$ cat src/rtl/branch_pkg.sv
// Package: shared operation codes and compare modes for the branch unit.
// Assumes a 4-bit operation field supplied by an external decoder.
package branch_pkg;

    typedef enum logic [3:0] {
        BOP_NOP  = 4'd0,
        BOP_JMP  = 4'd1,
        BOP_JA   = 4'd2,
        BOP_JBE  = 4'd3,
        BOP_JE   = 4'd4,
        BOP_JNE  = 4'd5,
        BOP_CALL = 4'd6,
        BOP_RET  = 4'd7,
        BOP_HALT = 4'd8,
        BOP_CMPB = 4'd9,
        BOP_CMPW = 4'd10,
        BOP_CMPR = 4'd11
    } bop_e;

    typedef enum logic [1:0] {
        CMP_BYTE = 2'd0,
        CMP_WORD = 2'd1,
        CMP_REG  = 2'd2
    } cmp_mode_e;

endpackage

$ cat src/rtl/branch_flags.sv
// Module: compare stage and flag register.
// Chooses the right-hand operand by compare mode, compares without sign,
// and keeps zero/above until the next update. Assumes BYTE_W < DW.
module branch_flags
    import branch_pkg::*;
#(
    parameter int DW     = 16,
    parameter int BYTE_W = 8
) (
    input  logic          clk,
    input  logic          rst_n,
    input  logic          upd,
    input  cmp_mode_e     mode,
    input  logic [DW-1:0] lhs,
    input  logic [DW-1:0] imm,
    input  logic [DW-1:0] regv,
    output logic          zero_q,
    output logic          above_q
);

    localparam int PAD_W = DW - BYTE_W;

    logic [DW-1:0] rhs;

    // Select the right-hand operand for the active compare form.
    always_comb begin
        unique case (mode)
            CMP_BYTE: rhs = {{PAD_W{1'b0}}, imm[BYTE_W-1:0]};
            CMP_WORD: rhs = imm;
            default:  rhs = regv;
        endcase
    end

    // Flag register: cleared on reset, loaded only on a compare.
    always_ff @(posedge clk) begin
        if (!rst_n) begin
            zero_q  <= 1'b0;
            above_q <= 1'b0;
        end else if (upd) begin
            zero_q  <= (lhs == rhs);
            above_q <= (lhs > rhs);
        end
    end

    AST_FLAGS_EXCLUSIVE: assert property (@(posedge clk) disable iff (!rst_n)
        !(zero_q && above_q));
    AST_FLAGS_PERSIST: assert property (@(posedge clk) disable iff (!rst_n)
        !upd |=> ($stable(zero_q) && $stable(above_q)));

endmodule

$ cat src/rtl/branch_cond.sv
// Module: conditional-jump evaluator.
// Purely combinational. It flags a conditional operation and says whether
// that operation is taken, given the stored flags.
module branch_cond
    import branch_pkg::*;
(
    input  bop_e op,
    input  logic zero,
    input  logic above,
    output logic is_cond,
    output logic taken
);

    // Map each conditional code to its flag test.
    always_comb begin
        is_cond = 1'b1;
        taken   = 1'b0;
        unique case (op)
            BOP_JA:  taken = above;
            BOP_JBE: taken = !above;
            BOP_JE:  taken = zero;
            BOP_JNE: taken = !zero;
            default: is_cond = 1'b0;
        endcase
    end

endmodule

$ cat src/rtl/branch_link.sv
// Module: single return-pointer register.
// Loads the link on a call. There is no stack, so a later call overwrites it.
module branch_link #(
    parameter int AW = 16
) (
    input  logic          clk,
    input  logic          rst_n,
    input  logic          save,
    input  logic [AW-1:0] link_in,
    output logic [AW-1:0] rp_q
);

    // Link register: cleared on reset, written only by a call.
    always_ff @(posedge clk) begin
        if (!rst_n)    rp_q <= '0;
        else if (save) rp_q <= link_in;
    end

    AST_RP_ONLY_ON_CALL: assert property (@(posedge clk) disable iff (!rst_n)
        !save |=> $stable(rp_q));
    AST_RP_LOADS_LINK: assert property (@(posedge clk) disable iff (!rst_n)
        save |=> (rp_q == $past(link_in)));

endmodule

$ cat src/rtl/branch_unit.sv
// Module: next-instruction-pointer control for a split code/data machine.
// Holds the IP, the halt state and the flags, and sits on top of the
// compare, condition and link submodules. Assumes one operation per cycle,
// qualified by op_valid.
module branch_unit
    import branch_pkg::*;
#(
    parameter int IP_W   = 16,
    parameter int DW     = 16,
    parameter int BYTE_W = 8
) (
    input  logic            clk,
    input  logic            rst_n,
    input  logic            op_valid,
    input  logic [3:0]      op_code,
    input  logic            use_reg,
    input  logic [DW-1:0]   imm_val,
    input  logic [DW-1:0]   reg_val,
    input  logic [DW-1:0]   cmp_lhs,
    input  logic [IP_W-1:0] seq_addr,
    output logic [IP_W-1:0] ip,
    output logic [IP_W-1:0] rp,
    output logic            flag_zero,
    output logic            flag_above,
    output logic            halted
);

    bop_e            op;
    logic            live;
    logic [IP_W-1:0] imm_tgt;
    logic [IP_W-1:0] reg_tgt;
    logic [IP_W-1:0] target;
    logic [IP_W-1:0] ip_d;
    logic            halt_d;
    logic            rp_save;
    logic            flag_upd;
    cmp_mode_e       cmp_mode;
    logic            is_cond;
    logic            cond_taken;

    assign op   = bop_e'(op_code);
    assign live = op_valid && !halted;

    // Fit the data-width targets to the pointer width.
    generate
        if (DW >= IP_W) begin : g_trunc
            assign imm_tgt = imm_val[IP_W-1:0];
            assign reg_tgt = reg_val[IP_W-1:0];
        end else begin : g_zext
            assign imm_tgt = {{(IP_W-DW){1'b0}}, imm_val};
            assign reg_tgt = {{(IP_W-DW){1'b0}}, reg_val};
        end
    endgenerate

    assign target = use_reg ? reg_tgt : imm_tgt;

    branch_cond u_cond (
        .op      (op),
        .zero    (flag_zero),
        .above   (flag_above),
        .is_cond (is_cond),
        .taken   (cond_taken)
    );

    // Decode the operation into the next IP and the side effects.
    always_comb begin
        ip_d     = ip;
        halt_d   = halted;
        rp_save  = 1'b0;
        flag_upd = 1'b0;
        cmp_mode = CMP_REG;
        if (live) begin
            ip_d = seq_addr;
            unique case (op)
                BOP_JMP:  ip_d = target;
                BOP_CALL: begin
                    ip_d    = target;
                    rp_save = 1'b1;
                end
                BOP_RET:  ip_d = rp;
                BOP_HALT: begin
                    ip_d   = ip;
                    halt_d = 1'b1;
                end
                BOP_CMPB: begin
                    flag_upd = 1'b1;
                    cmp_mode = CMP_BYTE;
                end
                BOP_CMPW: begin
                    flag_upd = 1'b1;
                    cmp_mode = CMP_WORD;
                end
                BOP_CMPR: flag_upd = 1'b1;
                default: begin
                    if (is_cond && cond_taken) ip_d = target;
                end
            endcase
        end
    end

    // IP and halt registers.
    always_ff @(posedge clk) begin
        if (!rst_n) begin
            ip     <= '0;
            halted <= 1'b0;
        end else begin
            ip     <= ip_d;
            halted <= halt_d;
        end
    end

    branch_link #(.AW(IP_W)) u_link (
        .clk     (clk),
        .rst_n   (rst_n),
        .save    (rp_save),
        .link_in (seq_addr),
        .rp_q    (rp)
    );

    branch_flags #(.DW(DW), .BYTE_W(BYTE_W)) u_flags (
        .clk     (clk),
        .rst_n   (rst_n),
        .upd     (flag_upd),
        .mode    (cmp_mode),
        .lhs     (cmp_lhs),
        .imm     (imm_val),
        .regv    (reg_val),
        .zero_q  (flag_zero),
        .above_q (flag_above)
    );

    AST_HALT_FREEZES_IP: assert property (@(posedge clk) disable iff (!rst_n)
        halted |=> ($stable(ip) && halted));
    AST_IDLE_HOLDS_IP: assert property (@(posedge clk) disable iff (!rst_n)
        !op_valid |=> $stable(ip));
    AST_RET_USES_RP: assert property (@(posedge clk) disable iff (!rst_n)
        (live && op == BOP_RET) |=> (ip == $past(rp)));
    AST_CALL_JUMPS: assert property (@(posedge clk) disable iff (!rst_n)
        (live && op == BOP_CALL) |=> (ip == $past(target)));
    AST_CMP_STEPS: assert property (@(posedge clk) disable iff (!rst_n)
        (live && flag_upd) |=> (ip == $past(seq_addr)));

endmodule

$ cat config.mk
export PLATFORM = sky130hd
export DESIGN_NAME = branch_unit
export DESIGN_NICKNAME = d
export VERILOG_FILES = /design/src/rtl/branch_pkg.sv /design/src/rtl/branch_flags.sv /design/src/rtl/branch_cond.sv /design/src/rtl/branch_link.sv /design/src/rtl/branch_unit.sv
export SDC_FILE = /design/constraint.sdc
export NUM_CORES = 1
export LEC_CHECK = 0
export ABC_AREA = 0
export ABC_CLOCK_PERIOD_IN_PS = 4890
export BUFFER_PORTS_ARGS = -buffer_cell sky130_fd_sc_hd__buf_2
export CORE_UTILIZATION = 51
export CTS_CLUSTER_DIAMETER = 60
export DETAILED_ROUTE_END_ITERATION = 6
export PLACE_DENSITY = 0.95
export RECOVER_POWER = 25
export SYNTH_ARGS = -nofsm -noshare
export SYNTH_HDL_FRONTEND = slang
export SYNTH_SLANG_ARGS = --single-unit
$ cat constraint.sdc
create_clock -name clk -period 4.89 [get_ports clk]
set_clock_uncertainty 0.2 [all_clocks]
set_input_delay 0 -clock clk [delete_from_list [all_inputs] [get_ports clk]]
set_output_delay 0 -clock clk [all_outputs]
set_load 0.005 [all_outputs]
==> summary.md, run 1 <==
| Metric | Value |
|---|---|
| Run status | `completed` |
| Post-layout nets | `474` |
| Relative slew slack | `between 15 and 20%` |
| Pins over their slew limit | `0` |
| TritonCTS sink count | `35` |
| Starting density of the core | `52.8%` |
| Later-pin clock latency in the skew report | `290 ps` |
| Clock input transition at the sequential cells of the worst setup and hold paths | `80 ps` |
| Syn avg cell area | `8.62 µm²` |
| Via count of the routed design | `2599` |
| Total number of placement rows | `24` |
| Number of instances resized during post-cts repair | `0` |
| Final number of hold-violating endpoints | `0` |
| Critical Path Source | `halted` |
| Global-route wire length before repair | `12100 µm` |
| CP Launch Type | `register` |
| DR vias/cell | `5.92` |
| Detailed-route wire length | `7240 µm` |
| Setup WS post-layout | `1480 ps` |
| Count of mapped cells out of synthesis | `267` |
| RSZ-0062 raised after global routing | `false` |
| Buffer depth of the longest clock path | `2` |
| Sequential cell area fraction in the yosys report | `30.5%` |
| Fraction of layout instances using a drive strength above 1 | `30.7%` |
| Startpoint of the most critical register-to-register path | `halted` |
| Worst setup endpoint | `u_flags.above_q` |
| Depth of the worst register-to-register path | `9` |
| Pre-CTS setup slack | `roughly 1600 ps` |
| Critical path capture point type | `register` |
| Met2 wire len | `3530 µm` |
| GRT Util Overall | `31.0%` |
| Number of I/O pins | `107` |
| Maximum vdd drop | `0.172 mV` |
| Time the final worst path needs with I/O delays and setup | `3410 ps` |
| Area grow syn2layout | `35.6%` |
| Detailed-router iteration count before antenna repair | `5` |
| Power density over the cells | `233 nW/µm²` |
| Number of violations of the max-capacitance limit | `0` |
| Cell variety after synth | `33` |
| Synthesized area | `2300 µm²` |
| Total half-perimeter wirelength after legalization and detailed placement | `5090 µm` |
| Most common cell after layout, fill and taps aside | `buf_2` |
| Clock Root Buffer | `clkbuf_8` |
| Sum of negative setup slack | `0 ps` |
| Final worst hold slack | `approximately 9.9 ps` |
| Hold Path Class | `in -> reg` |
| Count of routing violations after the opening detailed-route iteration | `213` |
| Remaining antenna violation count after routing | `0` |
| CP Class | `reg -> reg` |
| Data required time of the critical path | `just under 5000 ps` |
| Post-synthesis net count | `355` |
| End of the worst register-to-register path | `u_flags.above_q` |
| Inserted Diodes | `0` |
| CP arrival | `3410 ps` |
| TritonCTS clock tree | `done` |
| Leakage power summed over all cells | `1.63 nW` |
| Maximum operating frequency | `293 MHz` |
| Initial antenna violation count | `0` |
| Weighted congestion at the end of routability-driven global placement | `0.895` |
| Die Outline Area | `4780 µm²` |
| Die H | `69.2 µm` |
| Horizontal die dimension | `69.2 µm` |
| Met3 Wirelength | `546 µm` |
| #FFs+latches synth | `35` |
| Count of yosys warnings during synthesis | `0` |
| GR Overflow Total | `0` |
| Pin slew with the least headroom to its limit | `~1200 ps` |
| Number of buffer cells added on primary ports | `106` |
| Post-CTS Setup Repair Bufs | `0` |
| Residual DRC | `0` |
| Final critical-path share of the clock period | `69.8%` |
| Register-to-register setup slack | `1480 ps` |
| Top layer in use | `met4` |
| Count of final setup violators | `0` |
| Routed length on met1 | `2930 µm` |
| Largest net degree at the start of global routing | `36` |
| Vias in the first global route | `2630` |
| Number of buffers created by CTS | `5` |
| WL/cell | `16.5 µm` |
| Area of the core | `about 4400 µm²` |
| Largest driver fanout on the critical path | `8` |
| Commonest non-fill, non-tap cells in the layout | `buf_2 (102), mux2i_1 (39), dfxtp_1 (35)` |
| Number of inserted filler cells in the final layout | `315` |
| Level count of the clock H-tree | `2` |
## stage by stage
| step | instance area [µm²] | instances | total power (W) | utilization, % |
|---|---|---|---|---|
| floorplan | 2300 | 267 | 0.000406 | - |
| global placement | 2820 | 411 | 0.000471 | 64.8 |
| detailed placement | 2820 | 411 | 0.000477 | 64.8 |
| CTS | 3130 | 439 | 0.000724 | 71.8 |
| global route | 3120 | 439 | 0.000761 | 71.7 |
| finish | 3120 | 439 | 0.000726 | 71.7 |
## kinds of logic after synthesis
group           Yosys count  synth area share [%]
compound gates           80                  22.5
simple gates             78                  16.9
mux                      40                  17.5
flops                    35                  30.5
buf+inv                  18                  4.08
fa+ha+maj                16                  8.70
## Yosys cell counts
cell	n	share of area [%]
buf_8	1	0.65
buf_6	1	0.49
a21oi_1	25	5.4
a41oi_1	1	0.38
a221oi_1	16	6.1
nor3_1	2	0.44
o21ai_0	20	4.4
a2111oi_2	1	0.65
or2_2	1	0.27
or3_1	1	0.27
nand2_2	1	0.27
inv_1	2	0.33
nand2_1	24	3.9
ha_1	16	8.7
nor4_1	1	0.27
a21o_1	5	1.6
a31oi_1	1	0.27
inv_2	1	0.16
o221ai_1	1	0.38
nor2_1	19	3.1
or4_4	1	0.49
nand4_1	4	1.1
or3_4	1	0.49
nor2_2	1	0.27
mux2_2	1	0.49
buf_2	6	1.3
mux2i_1	39	17
a22oi_1	9	2.9
a211oi_1	1	0.33
clkbuf_1	7	1.1
dfxtp_1	35	30
nor2b_1	19	5.2
nand2b_1	3	0.82
## registers in the layout, indices dropped and copies added (netlist names)
signal           cells
u_flags.zero_q       1
ip                  16
u_link.rp_q         16
u_flags.above_q      1
halted               1
## critical path: stages, from the launching register on
cell and delay (ps):
dfxtp_1 330, nand2b_1 220, nor4_1 1010, a22oi_1 230, ha_1 410, nand4_1 110, or2_2 320, nor2_1 210
a2111oi_2 100, a211oi_1 180
## final cells by class
type	count	area, µm²	share of cell area (%)
inverter	3	11.3	0.361
clock inverter	1	7.51	0.241
multi-input combinational	214	1510	48.3
clock buffer	7	96.3	3.09
timing repair buffer	127	733	23.5
tap	52	65.1	2.09
sequential	35	701	22.5
## power by group
part / internal [W] / total (W) / leakage, nW / switching, W
sequential: 0.000298 / 0.000305 / 0.286 / 0.00000732
clock: 0.000128 / 0.000239 / 0.0505 / 0.000110
combinational: 0.0000872 / 0.000182 / 1.29 / 0.0000949
total: 0.000514 / 0.000726 / 1.63 / 0.000213
## worst min path at each step
stage,cells past startpoint,start,slack (ps),to
final,5,imm_val[2],10,ip[2]
after global routing,5,imm_val[2],20,ip[2]
after CTS,5,imm_val[2],2,ip[2]
after detailed placement,3,seq_addr[11],60,ip[11]
after global placement,3,seq_addr[15],60,ip[15]
after floorplan,1,rst_n,-70,halted
## layer usage
metal / global-route usage, % / up-vias
li1: - / 1229
met1: 36.2 / 1195
met2: 53.9 / 150
met3: 6.69 / 25
met4: 14.3 / 0
met5: 0 / -
## repair_timing
action                                  4_1_cts  5_1_grt
endpoints found under the hold margin        33        0
hold buffers                                 20        0
endpoints found under the setup margin        0        0
No activity file was read; power rests on OpenSTA's default activity.
==> run 2: changes to the inputs <==
--- a/config.mk
+++ b/config.mk
@@ -5,13 +5,13 @@
 export SDC_FILE = /design/constraint.sdc
 export NUM_CORES = 1
 export LEC_CHECK = 0
-export ABC_AREA = 0
-export ABC_CLOCK_PERIOD_IN_PS = 4890
+export ABC_AREA = 1
+export ABC_CLOCK_PERIOD_IN_PS = 3300
 export BUFFER_PORTS_ARGS = -buffer_cell sky130_fd_sc_hd__buf_2
-export CORE_UTILIZATION = 51
+export CORE_UTILIZATION = 49
 export CTS_CLUSTER_DIAMETER = 60
 export DETAILED_ROUTE_END_ITERATION = 6
-export PLACE_DENSITY = 0.95
+export PLACE_DENSITY = 0.93
 export RECOVER_POWER = 25
 export SYNTH_ARGS = -nofsm -noshare
 export SYNTH_HDL_FRONTEND = slang
==> constraint.sdc (replaced) <==
create_clock -name clk -period 3.3 [get_ports clk]
set_clock_uncertainty 0.2 [all_clocks]
set_input_delay 0 -clock clk [delete_from_list [all_inputs] [get_ports clk]]
set_output_delay 0 -clock clk [all_outputs]
set_load 0.005 [all_outputs]
==> summary.md, run 2 <==
| Metric | Value |
|---|---|
| Commonest cells post-synth | `nand2_1 (94), o21ai_0 (51), nand3_1 (47) (was mux2i_1 (39), dfxtp_1 (35), a21oi_1 (25))` |
| CP arrival | `2660 ps (was 3410 ps)` |
| Final critical-path share of the clock period | `79.4% (was 69.8%)` |
| Largest net degree at the start of global routing | `26 (was 36)` |
| Critical path capture point type | `register (unchanged)` |
| Inserted Diodes | `0 (unchanged)` |
| Commonest non-fill, non-tap cells in the layout | `nand2_1 (94), buf_2 (93), o21ai_0 (51) (was buf_2 (102), mux2i_1 (39), dfxtp_1 (35))` |
| Weighted congestion at the end of routability-driven global placement | `0.886 (was 0.895)` |
| Number of synthesized flops with an enable pin | `0 (unchanged)` |
| Residual DRC | `0 (unchanged)` |
| End of the worst register-to-register path | `ip[1] (was u_flags.above_q)` |
| Startpoint of the most critical register-to-register path | `u_flags.above_q (was halted)` |
| Synthesized area | `2660 µm² (was 2300 µm²)` |
| Run status | `completed (unchanged)` |
| Fraction of layout instances using a drive strength above 1 | `20.2% (was 30.7%)` |
| Initial antenna violation count | `0 (unchanged)` |
| Area contributors post-synth | `dfxtp_1 (26%), nand2_1 (13%), o21ai_0 (9.6%) (was dfxtp_1 (30%), mux2i_1 (17%), ha_1 (8.7%))` |
| Cell count after placement | `584 (was 411)` |
| Total half-perimeter wirelength after legalization and detailed placement | `6100 µm (was 5090 µm)` |
| Sum of negative setup slack | `0 ps (unchanged)` |
| Via count of the routed design | `3418 (was 2599)` |
| Pins over their slew limit | `0 (unchanged)` |
| Remaining antenna violation count after routing | `0 (unchanged)` |
| Global-route wire length before repair | `13100 µm (was 12100 µm)` |
| Clock Root Buffer | `clkbuf_8 (unchanged)` |
| Syn avg cell area | `6.27 µm² (was 8.62 µm²)` |
| Detailed-route wire length | `8650 µm (was 7240 µm)` |
| Leakage power summed over all cells | `1.77 nW (was 1.63 nW)` |
| Post-layout nets | `637 (was 474)` |
| Number of buffers created by CTS | `5 (unchanged)` |
| Area of the core | `5170 µm² (was 4350 µm²)` |
| Post-synthesis net count | `512 (was 355)` |
| Maximum vdd drop | `0.268 mV (was 0.172 mV)` |
| Total number of placement rows | `26 (was 24)` |
| Final worst hold slack | `6.58 ps (was 9.91 ps)` |
| GRT Util Overall | `29.8% (was 31.0%)` |
| CP Launch Type | `register (unchanged)` |
| Most common cell in the netlist | `nand2_1 (was mux2i_1)` |
| Sequential cell area fraction in the yosys report | `26.3% (was 30.5%)` |
| Pin slew with the least headroom to its limit | `750 ps (was 1220 ps)` |
| Cell variety after synth | `28 (was 33)` |
| Maximum operating frequency | `382 MHz (was 293 MHz)` |
| Detailed-router iteration count before antenna repair | `5 (unchanged)` |
| Non-filler cells, final | `620 (was 439)` |
| Leading registers by flop count | `ip: 16 flops, u_link.rp_q: 16 flops (unchanged)` |
| Die H | `75.7 µm (was 69.2 µm)` |
| Count of final setup violators | `0 (unchanged)` |
| Number of violations of the max-capacitance limit | `0 (unchanged)` |
| Buffer depth of the longest clock path | `2 (unchanged)` |
| Cell taking the most area after synthesis | `dfxtp_1 (unchanged)` |
| Clock input transition at the sequential cells of the worst setup and hold paths | `80 ps (about the same)` |
| RSZ-0062 raised after global routing | `false (unchanged)` |
| End point of the worst hold path | `ip[9] (was ip[2])` |
| CP Class | `reg -> reg (unchanged)` |
| Hold path start | `reg_val[9] (was imm_val[2])` |
| Area of the multi-input gates | `1680 µm² (was 1510 µm²)` |
| Horizontal die dimension | `75.7 µm (was 69.2 µm)` |
| TritonCTS clock tree | `done (unchanged)` |
| Starting density of the core | `51.4% (was 52.8%)` |
| #FFs+latches synth | `35 (unchanged)` |
| Final number of hold-violating endpoints | `0 (unchanged)` |
| TritonCTS sink count | `35 (unchanged)` |
| Number of buffer cells added on primary ports | `106 (unchanged)` |
| Depth of the worst register-to-register path | `6 (was 9)` |
| Seq. cell area | `701 µm² (unchanged)` |
| Level count of the clock H-tree | `2 (unchanged)` |
| Primary FF master, synth | `dfxtp_1 (unchanged)` |
| Hold Path Class | `in -> reg (unchanged)` |
| Power density over the cells | `308 nW/µm² (was 233 nW/µm²)` |
| Async SR Flop Fraction | `0% (unchanged)` |
| Number of inserted filler cells in the final layout | `444 (was 315)` |
| Vias in the first global route | `2996 (was 2630)` |
| Most common cell after layout, fill and taps aside | `nand2_1 (was buf_2)` |
| DR vias/cell | `5.51 (was 5.92)` |
| Later-pin clock latency in the skew report | `290 ps (about the same)` |
| WL/cell | `13.9 µm (was 16.5 µm)` |
| Relative slew slack | `49.9% (was 17.9%)` |
| Number of I/O pins | `107 (unchanged)` |
| GR Overflow Total | `0 (unchanged)` |
| Count of mapped cells out of synthesis | `424 (was 267)` |
| Register-to-register setup slack | `680 ps (was 1480 ps)` |
| Count of routing violations after the opening detailed-route iteration | `286 (was 213)` |
| Proportion of netlist area held by the largest area contributor | `26.3% (was 30.5%)` |
| Count of yosys warnings during synthesis | `0 (unchanged)` |
| Largest driver fanout on the critical path | `17 (was 8)` |
| Worst Hold Depth | `5 (unchanged)` |
| Area grow syn2layout | `33.5% (was 35.6%)` |
| Die Outline Area | `5730 µm² (was 4780 µm²)` |
| Data required time of the critical path | `3340 ps (was 4890 ps)` |
| Time the final worst path needs with I/O delays and setup | `2620 ps (was 3410 ps)` |
| Number of instances resized during post-cts repair | `0 (unchanged)` |
==> run 2: cell types whose count changed in the layout (fill, tap and decap cells not counted), moves of 9 or more <==
cell / change
nand2_1: +70
nand3_1: +47
inv_1: +44
mux2i_1: -32
o21ai_0: +31
nor2b_1: -19
a21oi_1: +16
a221oi_1: -16
nor3_1: +14
clkbuf_1: +10
buf_2: -9
==> run 2: critical path, stage by stage (launching register included) <==
cell	delay, ps
dfxtp_1	360
o211ai_2	640
nand2_2	390
nand2_1	160
nand3_1	80
a21oi_1	160
dlygate4sd3_1	560
==> run 2: worst max path at each step <==
| stage | cells after the start | to | slack [ps] | from |
|---|---|---|---|---|
| 5_1_grt | 13 | u_flags.zero_q | 370 | halted |
| 2_1_floorplan | 14 | u_flags.above_q | 1120 | halted |
| 4_1_cts | 12 | u_flags.above_q | 690 | halted |
| 6_report | 6 | ip[1] | 680 | u_flags.above_q |
| 3_5_place_dp | 12 | u_flags.above_q | 710 | halted |
| 3_3_place_gp | 13 | u_flags.above_q | 850 | halted |
==> run 2: kinds of logic after synthesis <==
logic type                 share of synthesized area (%)
AOI/OAI and AO/OA                                   21.4
DFF                                                 26.3
and+or+nand+nor                                     31.6
adders and majority gates                           7.53
buffers and inverters                               10.5
muxes                                               2.63
==> run 2: repair_timing <==
action                     4_1_cts  5_1_grt
hold buffers                    28        0
setup endpoints to repair        0        0
hold endpoints to repair        33        0
buffers inserted                 0        0
==> run 2: area by class of cell <==
type                       count  area share [%]
multi-input combinational    321            47.3
timing repair buffer         137            23.0
tap                           70            2.47
clock buffer                   7            2.15
clock inverter                 1           0.141
inverter                      49            5.18
sequential                    35            19.7
==> run 2: layer usage <==
metal | track usage [%] | part of all wire (%)
met1 | 39.1 | 42
met2 | 49.6 | 47
met3 | 3.70 | 8.3
met4 | 12.1 | 2.5
met5 | 0 | 0
==> run 2: through the flow <==
step / worst slack, ps / util (%) / total power [W] / area (µm²)
6_report: 681 / 68.7 / 0.00110 / 3550
5_1_grt: 368 / 68.7 / 0.00115 / 3550
4_1_cts: 695 / 69.0 / 0.00109 / 3570
3_5_place_dp: 710 / 62.0 / 0.000761 / 3210
3_3_place_gp: 847 / 62.0 / 0.000752 / 3210
2_1_floorplan: 1120 / - / 0.000647 / 2660
==> run 2: power breakdown <==
group,leakage (nW),total (W),switching (W),internal (W)
combinational,1.44,0.000327,0.000186,0.000141
clock,0.0422,0.000309,0.000161,0.000148
sequential,0.286,0.000459,0.0000143,0.000445
==> run 3: changes to the inputs <==
--- a/config.mk
+++ b/config.mk
@@ -5,13 +5,13 @@
 export SDC_FILE = /design/constraint.sdc
 export NUM_CORES = 1
 export LEC_CHECK = 0
-export ABC_AREA = 1
-export ABC_CLOCK_PERIOD_IN_PS = 3300
+export ABC_AREA = 0
+export ABC_CLOCK_PERIOD_IN_PS = 2150
 export BUFFER_PORTS_ARGS = -buffer_cell sky130_fd_sc_hd__buf_2
-export CORE_UTILIZATION = 49
+export CORE_UTILIZATION = 42
 export CTS_CLUSTER_DIAMETER = 60
 export DETAILED_ROUTE_END_ITERATION = 6
-export PLACE_DENSITY = 0.93
+export PLACE_DENSITY = 0.88
 export RECOVER_POWER = 25
 export SYNTH_ARGS = -nofsm -noshare
 export SYNTH_HDL_FRONTEND = slang
==> constraint.sdc (replaced) <==
create_clock -name clk -period 2.15 [get_ports clk]
set_clock_uncertainty 0.2 [all_clocks]
set_input_delay 0 -clock clk [delete_from_list [all_inputs] [get_ports clk]]
set_output_delay 0 -clock clk [all_outputs]
set_load 0.005 [all_outputs]
==> summary.md, run 3 (same netlist as run 1, synthesis figures left out) <==
| Metric | Value |
|---|---|
| Number of I/O pins | `107 (unchanged)` |
| Depth of the worst register-to-register path | `10 (was 6)` |
| Maximum vdd drop | `0.334 mV (was 0.268 mV)` |
| Maximum operating frequency | `392 MHz (was 382 MHz)` |
| Vias in the first global route | `2825 (was 2996)` |
| WL/cell | `17.3 µm (was 13.9 µm)` |
| GR Overflow Total | `0 (unchanged)` |
| CP Launch Type | `register (unchanged)` |
| Area of the core | `5200 µm² (was 5170 µm²)` |
| Area grow syn2layout | `48.9% (was 33.5%)` |
| Total number of placement rows | `26 (unchanged)` |
| Post-layout nets | `491 (was 637)` |
| CP arrival | `2510 ps (was 2660 ps)` |
| Largest net degree at the start of global routing | `36 (was 26)` |
| Worst Hold Depth | `5 (unchanged)` |
| Remaining antenna violation count after routing | `0 (unchanged)` |
| Commonest non-fill, non-tap cells in the layout | `buf_2 (103), mux2i_1 (38), dfxtp_1 (34) (was nand2_1 (94), buf_2 (93), o21ai_0 (51))` |
| Die H | `76.0 µm (was 75.7 µm)` |
| Later-pin clock latency in the skew report | `290 ps (about the same)` |
| Core occupancy in the finished layout | `65.8% (was 68.7%)` |
| Pre-CTS setup slack | `-326 ps (was 710 ps)` |
| Met3 Wirelength | `589 µm (was 715 µm)` |
| Leakage power summed over all cells | `1.73 nW (was 1.77 nW)` |
| Inserted Diodes | `0 (unchanged)` |
| Pin slew with the least headroom to its limit | `1040 ps (was 750 ps)` |
| Final critical-path share of the clock period | `119% (was 79.4%)` |
| TritonCTS clock tree | `done (unchanged)` |
| Setup WS post-layout | `-399 ps (was 681 ps)` |
| Time the final worst path needs with I/O delays and setup | `2550 ps (was 2620 ps)` |
| Number of violations of the max-capacitance limit | `0 (unchanged)` |
| Total half-perimeter wirelength after legalization and detailed placement | `5630 µm (was 6100 µm)` |
| Violated checks | `hold timing, setup timing` |
| Level count of the clock H-tree | `2 (unchanged)` |
| Residual DRC | `0 (unchanged)` |
| Power density over the cells | `483 nW/µm² (was 308 nW/µm²)` |
| Data required time of the critical path | `2110 ps (was 3340 ps)` |
| Buffer depth of the longest clock path | `2 (unchanged)` |
| GRT Util Overall | `28.1% (was 29.8%)` |
| Met2 wire len | `4260 µm (was 4080 µm)` |
| Horizontal die dimension | `76.0 µm (was 75.7 µm)` |
| Most common cell after layout, fill and taps aside | `buf_2 (was nand2_1)` |
| Leading registers by flop count | `ip: 16 flops, u_link.rp_q: 16 flops (unchanged)` |
| RSZ-0062 raised after global routing | `true (was false)` |
| Initial antenna violation count | `0 (unchanged)` |
| Via count of the routed design | `2738 (was 3418)` |
| Routed length on met1 | `3080 µm (was 3640 µm)` |
| Final worst hold slack | `-5.87 ps (was 6.58 ps)` |
| Count of final setup violators | `2 (was 0)` |
| Weighted congestion at the end of routability-driven global placement | `0.920 (was 0.886)` |
| Fraction of layout instances using a drive strength above 1 | `39.1% (was 20.2%)` |
| Clock input transition at the sequential cells of the worst setup and hold paths | `80 ps (about the same)` |
| Run status | `finished, violations left (was completed)` |
| Relative slew slack | `30.2% (was 49.9%)` |
| Critical path capture point type | `register (unchanged)` |
| Top layer in use | `met4 (unchanged)` |
| Detailed-router iteration count before antenna repair | `4 (was 5)` |
| Detailed-route wire length | `8220 µm (was 8650 µm)` |
| Number of buffer cells added on primary ports | `106 (unchanged)` |
| Starting density of the core | `44.2% (was 51.4%)` |
| Count of routing violations after the opening detailed-route iteration | `230 (was 286)` |
| Number of buffers created by CTS | `5 (unchanged)` |
| Total power | `0.00165 W (was 0.00110 W)` |
| Hold Path Class | `in -> reg (unchanged)` |
| Pins over their slew limit | `0 (unchanged)` |
| CP Class | `reg -> reg (unchanged)` |
| Largest driver fanout on the critical path | `6 (was 17)` |
| Die Outline Area | `5780 µm² (was 5730 µm²)` |
| Clock Root Buffer | `clkbuf_8 (unchanged)` |
| Final number of hold-violating endpoints | `1 (was 0)` |
| Global-route wire length before repair | `13200 µm (was 13100 µm)` |
| TritonCTS sink count | `35 (unchanged)` |
| DR vias/cell | `5.78 (was 5.51)` |
==> run 3: worst max-delay path, stage by stage (launching register included) <==
cell	delay [ps]
dfxtp_2	330
nand2b_4	150
nor3_4	230
nand2_4	130
buf_6	160
mux2i_1	210
ha_1	290
a21oi_1	160
o21ai_1	130
a2111oi_4	340
a211oi_2	80
==> run 3: report_power, final <==
group / leakage [nW] / internal, W / total (W) / switching [W]
clock: 0.0422 / 0.000228 / 0.000474 / 0.000247
combinational: 1.40 / 0.000234 / 0.000484 / 0.000251
sequential: 0.287 / 0.000678 / 0.000695 / 0.0000168
total: 1.73 / 0.00114 / 0.00165 / 0.000514
==> run 3: worst paths after layout <==
check / start / end / slack, ps
hold / removal: imm_val[0] / ip[0] / -6
hold reg to reg: ip[5] / ip[5] / 350
setup reg to reg: halted / u_flags.above_q / -400
setup / recovery: halted / u_flags.above_q / -400
==> run 3: timing repair <==
action | in CTS | in global routing
pin swaps | 20 | 4
cloned | 1 | 0
hold buffers | 19 | 0
resized for setup | 16 | 7
endpoints found under the hold margin | 33 | 0
endpoints found under the setup margin | 2 | 2
buffers inserted | 3 | 3
==> run 3: metal layers <==
| layer | global-route usage (%) | vias up |
|---|---|---|
| li1 | - | 1265 |
| met1 | 30.4 | 1305 |
| met2 | 50.1 | 138 |
| met3 | 7.43 | 30 |
| met4 | 14.8 | 0 |
| met5 | 0 | - |
==> run 3: stage by stage <==
step	instances	setup TNS (ps)	hold slack [ps]	area (µm²)
finish	474	-774	-5.87	3430
global route	474	-944	36.6	3430
CTS	471	-404	0.175	3370
detailed placement	440	-476	59.6	2990
global placement	440	-320	56.1	2990
floorplan	267	-331	-72.0	2370
==> run 3: area by class of cell <==
cell class              instances  area, µm²
flip-flops and latches         35        702
repair buffers                143        878
fillers                       407       1780
clock buffers                   7       76.3
well taps                      70       87.6
inverters                       3       11.3
clock inverters                 1       5.00
multi-input cells             215       1670
